## config.mk

```make
export PLATFORM = sky130hd
export DESIGN_NAME = hilo_muldiv_unit
export DESIGN_NICKNAME = d
export VERILOG_FILES = /design/src/rtl/muldiv_pkg.sv /design/src/rtl/muldiv_magnitude.sv /design/src/rtl/muldiv_iter_core.sv /design/src/rtl/muldiv_result_fix.sv /design/src/rtl/hilo_muldiv_unit.sv
export SDC_FILE = /design/constraint.sdc
export NUM_CORES = 1
export LEC_CHECK = 0
export ABC_CLOCK_PERIOD_IN_PS = 5700
export BUFFER_PORTS_ARGS = -buffer_cell sky130_fd_sc_hd__buf_2
export CORE_ASPECT_RATIO = 1.5
export CORE_UTILIZATION = 23
export DETAILED_ROUTE_END_ITERATION = 8
export GPL_TIMING_DRIVEN = 0
export PLACE_DENSITY = 0.46
export SKIP_CTS_REPAIR_TIMING = 1
export SLEW_MARGIN = 20
export SYNTH_ARGS = -nofsm -noshare
export SYNTH_HDL_FRONTEND = slang
export SYNTH_SLANG_ARGS = --single-unit
```

## constraint.sdc

```tcl
create_clock -name clk -period 5.7 [get_ports clk]
set_input_delay 0.57 -clock clk [delete_from_list [all_inputs] [get_ports clk]]
set_output_delay 0.57 -clock clk [all_outputs]
set_load 0.05 [all_outputs]
```

## src/rtl/muldiv_pkg.sv

```systemverilog
package muldiv_pkg;
  typedef enum logic [1:0] {
    OP_MUL_S = 2'b00,
    OP_MUL_U = 2'b01,
    OP_DIV_S = 2'b10,
    OP_DIV_U = 2'b11
  } md_op_e;

  typedef enum logic [1:0] {
    ST_IDLE = 2'b00,
    ST_RUN  = 2'b01,
    ST_WRAP = 2'b10
  } md_state_e;
endpackage

```

## src/rtl/muldiv_magnitude.sv

```systemverilog
// Converts an operand to magnitude plus sign flag; sign only honoured
// when the operation is signed.
module muldiv_magnitude #(
  parameter int W = 32
) (
  input  logic [W-1:0] val,
  input  logic         use_sign,
  output logic [W-1:0] mag,
  output logic         neg
);
  always_comb begin
    neg = use_sign & val[W-1];
    mag = neg ? (~val + 1'b1) : val;
  end
endmodule

```

## src/rtl/muldiv_iter_core.sv

```systemverilog
// One-bit-per-cycle engine. The {acc_hi, acc_lo} pair serves as product
// shift register for multiply and as remainder/quotient pair for divide.
module muldiv_iter_core #(
  parameter int W = 32
) (
  input  logic         clk,
  input  logic         rst_n,
  input  logic         load,
  input  logic         step,
  input  logic         is_div,
  input  logic [W-1:0] ld_a,
  input  logic [W-1:0] ld_b,
  output logic [W-1:0] acc_hi,
  output logic [W-1:0] acc_lo
);
  logic [W-1:0] opnd;
  logic [W:0]   mul_sum;
  logic [W:0]   div_shift;
  logic [W:0]   div_diff;
  logic         div_ok;

  always_comb begin
    mul_sum   = {1'b0, acc_hi} + (acc_lo[0] ? {1'b0, opnd} : '0);
    div_shift = {acc_hi, acc_lo[W-1]};
    div_diff  = div_shift - {1'b0, opnd};
    div_ok    = ~div_diff[W];
  end

  always_ff @(posedge clk or negedge rst_n) begin
    if (!rst_n) begin
      acc_hi <= '0;
      acc_lo <= '0;
      opnd   <= '0;
    end else if (load) begin
      acc_hi <= '0;
      acc_lo <= ld_a;
      opnd   <= ld_b;
    end else if (step) begin
      if (is_div) begin
        acc_hi <= div_ok ? div_diff[W-1:0] : div_shift[W-1:0];
        acc_lo <= {acc_lo[W-2:0], div_ok};
      end else begin
        {acc_hi, acc_lo} <= {mul_sum, acc_lo[W-1:1]};
      end
    end
  end
endmodule

```

## src/rtl/muldiv_result_fix.sv

```systemverilog
// Applies sign correction and the zero-divisor rule to the raw engine output.
module muldiv_result_fix #(
  parameter int W = 32
) (
  input  logic [W-1:0] acc_hi,
  input  logic [W-1:0] acc_lo,
  input  logic         op_div,
  input  logic         neg_a,
  input  logic         neg_b,
  input  logic         b_zero,
  input  logic [W-1:0] a_raw,
  output logic [W-1:0] res_hi,
  output logic [W-1:0] res_lo
);
  localparam int PW = 2 * W;

  logic [PW-1:0] prod_mag;
  logic [PW-1:0] prod_fix;
  logic [W-1:0]  quo_fix;
  logic [W-1:0]  rem_fix;

  always_comb begin
    prod_mag = {acc_hi, acc_lo};
    prod_fix = (neg_a ^ neg_b) ? (~prod_mag + 1'b1) : prod_mag;
    quo_fix  = (neg_a ^ neg_b) ? (~acc_lo + 1'b1) : acc_lo;
    rem_fix  = neg_a ? (~acc_hi + 1'b1) : acc_hi;
    if (!op_div) begin
      res_hi = prod_fix[PW-1:W];
      res_lo = prod_fix[W-1:0];
    end else if (b_zero) begin
      res_hi = a_raw;
      res_lo = '1;
    end else begin
      res_hi = rem_fix;
      res_lo = quo_fix;
    end
  end
endmodule

```

## src/rtl/hilo_muldiv_unit.sv

```systemverilog
module hilo_muldiv_unit
  import muldiv_pkg::*;
#(
  parameter int W = 32
) (
  input  logic         clk,
  input  logic         rst_n,
  input  logic         req_valid,
  output logic         req_ready,
  input  logic [1:0]   req_op,
  input  logic [W-1:0] req_a,
  input  logic [W-1:0] req_b,
  output logic         busy,
  output logic         done,
  output logic [W-1:0] hi_out,
  output logic [W-1:0] lo_out
);
  localparam int CNT_W = $clog2(W);
  localparam logic [CNT_W-1:0] LAST_STEP = CNT_W'(W - 1);

  md_state_e      state;
  logic [CNT_W-1:0] iter_cnt;
  logic           accept;
  logic           req_signed;
  logic           req_div;
  logic [W-1:0]   mag_a, mag_b;
  logic           nga, ngb;
  logic           op_div, neg_a, neg_b, b_zero;
  logic [W-1:0]   a_raw;
  logic [W-1:0]   acc_hi, acc_lo;
  logic [W-1:0]   res_hi, res_lo;

  always_comb begin
    req_ready  = (state == ST_IDLE);
    busy       = (state != ST_IDLE);
    accept     = req_valid && req_ready;
    req_div    = req_op[1];
    req_signed = (md_op_e'(req_op) == OP_MUL_S) || (md_op_e'(req_op) == OP_DIV_S);
  end

  muldiv_magnitude #(.W(W)) u_mag_a (
    .val(req_a), .use_sign(req_signed), .mag(mag_a), .neg(nga)
  );
  muldiv_magnitude #(.W(W)) u_mag_b (
    .val(req_b), .use_sign(req_signed), .mag(mag_b), .neg(ngb)
  );

  muldiv_iter_core #(.W(W)) u_core (
    .clk(clk), .rst_n(rst_n),
    .load(accept), .step(state == ST_RUN), .is_div(op_div),
    .ld_a(mag_a), .ld_b(mag_b),
    .acc_hi(acc_hi), .acc_lo(acc_lo)
  );

  muldiv_result_fix #(.W(W)) u_fix (
    .acc_hi(acc_hi), .acc_lo(acc_lo), .op_div(op_div),
    .neg_a(neg_a), .neg_b(neg_b), .b_zero(b_zero), .a_raw(a_raw),
    .res_hi(res_hi), .res_lo(res_lo)
  );

  always_ff @(posedge clk or negedge rst_n) begin
    if (!rst_n) begin
      state    <= ST_IDLE;
      iter_cnt <= '0;
      op_div   <= 1'b0;
      neg_a    <= 1'b0;
      neg_b    <= 1'b0;
      b_zero   <= 1'b0;
      a_raw    <= '0;
      done     <= 1'b0;
      hi_out   <= '0;
      lo_out   <= '0;
    end else begin
      done <= 1'b0;
      unique case (state)
        ST_IDLE: begin
          if (accept) begin
            state    <= ST_RUN;
            iter_cnt <= '0;
            op_div   <= req_div;
            neg_a    <= nga;
            neg_b    <= ngb;
            b_zero   <= (req_b == '0);
            a_raw    <= req_a;
          end
        end
        ST_RUN: begin
          if (iter_cnt == LAST_STEP) state <= ST_WRAP;
          else iter_cnt <= iter_cnt + 1'b1;
        end
        ST_WRAP: begin
          hi_out <= res_hi;
          lo_out <= res_lo;
          done   <= 1'b1;
          state  <= ST_IDLE;
        end
        default: state <= ST_IDLE;
      endcase
    end
  end
endmodule

```

Yosys cells after proc, flatten, opt, wreduce, memory -nomap -nowiden
Cells that the tools add are included.
{"block": "word_totals", "in_bits": 69, "mem_count": 0, "reg_bits": 204, "mem_bits_rw": 0, "latch_bits": 0, "mem_bits_ro": 0, "out_inout_bits": 67}
{"block": "op_classes", "div": 0, "n_mul": 0, "shifts": 0, "bitwise_logic": 9, "n_lt_le_gt_ge": 0, "n_eq_ne": 7, "n_addsub": 8, "reduce_logical": 11, "n_mux": 24}
{"op": "two-way mux 32 bit", "n": 16}
{"op": "adder 32 x 1 -> 32 bit, second input constant", "n": 4}
{"op": "inverter 32 bit", "n": 4}
{"op": "adder 64 x 1 -> 64 bit, second input constant", "n": 1}
{"op": "two-way mux 64 bit", "n": 1}
{"op": "inverter 64 bit", "n": 1}
{"op": "adder 32 x 33 -> 33 bit", "n": 1}
{"op": "subtractor 33 x 32 -> 33 bit", "n": 1}
{"op": "logical NOT 32 bit", "n": 1}
{"op": "two-way mux 5 bit", "n": 2}
{"op": "case mux 5 bit (2 select lines)", "n": 1}
{"op": "nonzero test 2 bit", "n": 3}
{"op": "adder 5 x 1 -> 5 bit, second input constant", "n": 1}
{"op": "equality test 5 bit, second input constant", "n": 1}
{"op": "equality test 2 bit, second input constant", "n": 2}
{"op": "logical NOT 2 bit", "n": 2}
{"op": "two-way mux 2 bit", "n": 2}
{"op": "inequality test 2 bit, second input constant", "n": 2}
{"op": "case mux 2 bit (2 select lines)", "n": 1}
{"op": "AND reduction 2 bit", "n": 2}
{"op": "AND reduction 3 bit", "n": 1}
{"op": "bitwise AND 1 bit", "n": 2}
{"op": "equality test 2 x 1 -> 1 bit, second input constant", "n": 1}
{"op": "inequality test 2 x 1 -> 1 bit, second input constant", "n": 1}
{"op": "other kinds (5)", "n": 5}

Logic depth before layout (Yosys ltp)
{"block": "logic_depth", "word_depth": 5, "mapped_depth": 14, "mapped_depth_nobuf": 13}

By module
Synthesis repeated with hierarchy kept, for this count alone.
{"block": "unflattened", "hier_cells": 2114, "hier_area_um2": 17162.7}
{"module": "muldiv_iter_core", "seq_area_each_um2": 2402.3, "cells_each": 1070, "area_each_um2": 8466.9, "instances": 1}
{"module": "hilo_muldiv_unit", "seq_area_each_um2": 2702.6, "cells_each": 331, "area_each_um2": 4157.7, "instances": 1}
{"module": "muldiv_result_fix", "seq_area_each_um2": 0.0, "cells_each": 501, "area_each_um2": 3124.2, "instances": 1}
{"module": "muldiv_magnitude", "seq_area_each_um2": 0.0, "cells_each": 106, "area_each_um2": 706.9, "instances": 2}

Least setup slack after synthesis
No wires, ideal clock.
{"block": "synth_path", "path_type": "flip-flop to flip-flop", "start": "register u_core.acc_lo[0]", "end": "register u_core.acc_hi[30]", "arrival_ns": 3.229, "synth_period_minus_slack_ns": 3.353, "setup_slack_ns": 2.347, "setup_time_ns": 0.124, "required_time_ns": 5.576, "path_stages_with_launch": 14, "path_cell_list": "dfrtp_1 -> inv_1 -> clkbuf_1 -> nor2_1 -> ha_1 -> a21o_1 -> a21o_1 -> a221o_1 -> a31oi_1 -> o21ai_0 -> a21oi_1 -> nor4_1 -> or3_1 -> a211o_1"}
{"block": "synth_between", "elab_chain_cells": 5}
{"element": "start: declaration", "line": "muldiv_iter_core.sv:14", "text": "output logic [W-1:0] acc_lo"}
{"element": "start signal: assignment", "line": "muldiv_iter_core.sv:36", "text": "acc_lo <= ld_a;"}
{"element": "start signal: assignment", "line": "muldiv_iter_core.sv:41", "text": "acc_lo <= {acc_lo[W-2:0], div_ok};"}
{"element": "start signal: assignment", "line": "muldiv_iter_core.sv:43", "text": "{acc_hi, acc_lo} <= {mul_sum, acc_lo[W-1:1]};"}
{"element": "two-way mux 32 bit", "line": "muldiv_iter_core.sv:23", "text": "mul_sum = {1'b0, acc_hi} + (acc_lo[0] ? {1'b0, opnd} : '0);"}
{"element": "adder 32 x 33 -> 33 bit", "line": "muldiv_iter_core.sv:23"}
{"element": "two-way mux 32 bit", "line": "muldiv_iter_core.sv:39", "text": "if (is_div) begin"}
{"element": "two-way mux 32 bit", "line": "muldiv_iter_core.sv:38", "text": "end else if (step) begin"}
{"element": "two-way mux 32 bit", "line": "muldiv_iter_core.sv:34", "text": "end else if (load) begin"}
{"element": "end signal: assignment", "line": "muldiv_iter_core.sv:40", "text": "acc_hi <= div_ok ? div_diff[W-1:0] : div_shift[W-1:0];"}
{"element": "end signal: assignment", "line": "muldiv_iter_core.sv:43"}
{"element": "end: declaration", "line": "muldiv_iter_core.sv:13", "text": "output logic [W-1:0] acc_hi,"}
No other way between the ends. The select of a mux whose other input is x is not followed.
A chain may end at the register's enable or synchronous reset.

Final worst setup path
{"block": "layout_path", "start": "register u_core.acc_lo[0]", "end": "register u_core.acc_hi[29]"}
Same word-level chain as after synthesis.

==> run_results.csv <==
group,metric,value,unit
synth,synthFlopType,"dfrtp_1",
critical_path,critPathTopFamily,"compound AO/OA/AOI/OAI gates",
place,numPortBuffers,135,
die,die_y,326,µm
timing,fin_skew,0.0133,ns
timing,rsz0062_at_grt,"no",
route,finalWirelength,66200,µm
timing,setup_ws,0.507,ns
flow_run,maxCapViolCount,0,
clocking,cts.sinks,204,
final_layout,area_growth,17.8,%
clocking,clk-insertion-delay-late,0.57,ns
critical_path,slowest_delay,0.92,ns
grt,grtUsageTotal,0.182,
critical_path,crit_arrival,5.62,ns
timing,setup_viol,0,
timing,max-slew-margin-rel,0.301,
timing,fmax,0.193,GHz
final_layout,final_area,19000,µm²
route,antenna_left,0,
synth,syn-cell-area,16100,µm²
final_layout,final_nets,2344,
timing,tns,0,ns
route,vias,15800,
timing,min_period,5.19,ns
grt,grt_pass1_wl,98300,µm
critical_path,critical_path_class,"flop to flop",
power,ir_worst_vdd,0.398,mV
synth,yosys.area_share.adder,0.0568,
clocking,cts_tree,"built",
worst_hold_path,hp-class,"input port to flop",
synth,synth_edf_count,0,
final_layout,layout_common_cells,"nand2_1, dfrtp_1, o21ai_0",
synth,synth-seq-cells,204,
synth,synth_cell_types,74,
critical_path,crit_path_max_fanout,10,
synth,synthXorXnorAreaFrac,0.0984,
timing,post-route-period-util,0.911,
clocking,ctsHtreeMaxLevel,1,
clocking,cts_made_buffers,26,
grt,antenna_found_initial,4,
synth,synth_simple_gate_area_share,0.200,
critical_path,start_kind,"flop",
synth,syn_nets,2175,
critical_path,regToRegSetupSlack,0.51,ns
die,coreArea,69200,µm²
final_layout,drive_gt1_frac,0.102,
synth,synthMuxAreaShare,0.0481,
critical_path,end_kind,"flop",
synth,synth_compound_area_frac,0.229,
die,die_x,218,µm
synth,ys_warn_count,0,
synth,syn-mean-instance-area,7.92,µm²
place,place_ws,0.568,ns
critical_path,path_cells,"inv_1, clkbuf_1, nor2_1, ha_1, and3_1, nand4_1, a2111oi_0, nor3_1, a2111oi_1, a221oi_1, xnor2_1, a22oi_1, o21ai_0",
power,p_leak,8.51,nW
route,first_pass_iters,7,
route,wl_per_cell,21.2,µm
die,initial_core_util,0.233,
place,gp_congestion,0.908,
timing,worst_slew_pin_slew,1.05,ns
place,postPlaceCellArea,18100,µm²
place,dp.cells,3074,
critical_path,critPathSlowestCell,"a2111oi_1",
clocking,clk_pin_slew,0.07,ns
synth,synth_top_family_by_area,"compound AO/OA/AOI/OAI gates",
clocking,ctsRootBufferMaster,"clkbuf_16",
run_status,outcome,"finished clean",
synth,seq_area_frac_synth,0.317,
timing,slew_viol_final,0,
place,hpwlAfterDp,52700,µm
power,p_per_area,694,nW/µm²
die,rows,118,
synth,synthArstFlopShare,1.00,
route,via_per_inst,5.07,
grt,grt_pass1_vias,16100,
critical_path,worst-path-buf-inv,2,
final_layout,fin_cells,3124,
die,dieArea,71200,µm²
route,drtIter0Drc,970,
route,drc,0,
grt,grt_max_degree,61,
grt,gr-total-overflow,0,
final_layout,fin_util,0.274,
synth,synthesis.instances,2034,
clocking,clk_path_buf_depth,3,
final_layout,final_common_cell,"nand2_1",
die,io_pins,136,
timing,hold_violations,0,
critical_path,worst_ep_required_time,6.13,ns
-- cells by family (layout without fill, tap and decap cells) --
kind of cell,count (synthesis),count (layout)
buf+inv,202,389
simple gates,704,704
mux,77,77
flops,204,204
fa+ha+maj,72,72
other cells,0,3
compound gates,594,594
xor+xnor,181,181
-- final timing paths --
check,from,cells past startpoint,to
setup / recovery,u_core.acc_lo[0],13,u_core.acc_hi[29]
max in group asynchronous,rst_n,5,hi_out[26]
hold reg to reg,hi_out[23],1,hi_out[23]
hold / removal,req_op[1],3,op_div
setup reg to reg,u_core.acc_lo[0],13,u_core.acc_hi[29]
min in group asynchronous,rst_n,2,lo_out[9]
-- sequential cells by signal, summed over array words and instances (netlist names), 2 cells and up --
name and cells:
u_core.acc_lo 32, a_raw 32, lo_out 32, u_core.opnd 32, iter_cnt 5, hi_out 32, state 2, u_core.acc_hi 32
-- worst min-delay path, delay by kind of cell --
kind / cells / cell delay (ns)
buf+inv: 1 / 0.11
simple gates: 2 / 0.11
-- stage by stage --
stage	power (mW)	hold WS, ns
3_3_place_gp	11.2	0.466
4_1_cts	13.2	-0.0766
5_1_grt	14.2	0.260
6_report	13.2	0.263
2_1_floorplan	8.74	0.274
3_5_place_dp	11.3	0.467
-- power breakdown --
| group | switching, mW | leakage (nW) | internal (mW) |
|---|---|---|---|
| Combinational | 5.51 | 5.45 | 3.28 |
| Clock | 0.727 | 0.440 | 1.07 |
| Sequential | 0.575 | 2.62 | 2.01 |
| Total | 6.82 | 8.51 | 6.36 |
-- area by class of cell --
class                           count  area, µm²
Inverter                           68        255
Fill cell                        7561      50300
Multi-Input combinational cell   1628      10200
Clock inverter                     11        154
Tap cell                          900       1130
Timing Repair Buffer              141        795
Buffer                            134        568
Sequential cell                   204       5100
Antenna cell                        3       7.51
Clock buffer                       35        756
-- layer usage --
| layer | GRT usage | routed length (µm) |
|---|---|---|
| met4 | 0.0838 | 3200 |
| met2 | 0.340 | 34100 |
| met5 | 0 | 0 |
| met1 | 0.204 | 25900 |
| met3 | 0.0193 | 2970 |
-- synthesized netlist by cell type, drive strengths merged, types with 30 or more instances --
library cell  instances  area [µm²]
a21o                 37         278
a21oi               150         751
clkbuf              115         435
dfrtp               204        5100
ha                   70         876
inv                  68         255
mux2i                73         731
nand2               315        1180
nor2                168         631
nor3                 41         205
o211ai               31         233
o21ai               191         956
o31ai                30         225
xnor2               103         902
xor2                 78         683
Note: power is estimated with default switching activity, not from simulation.
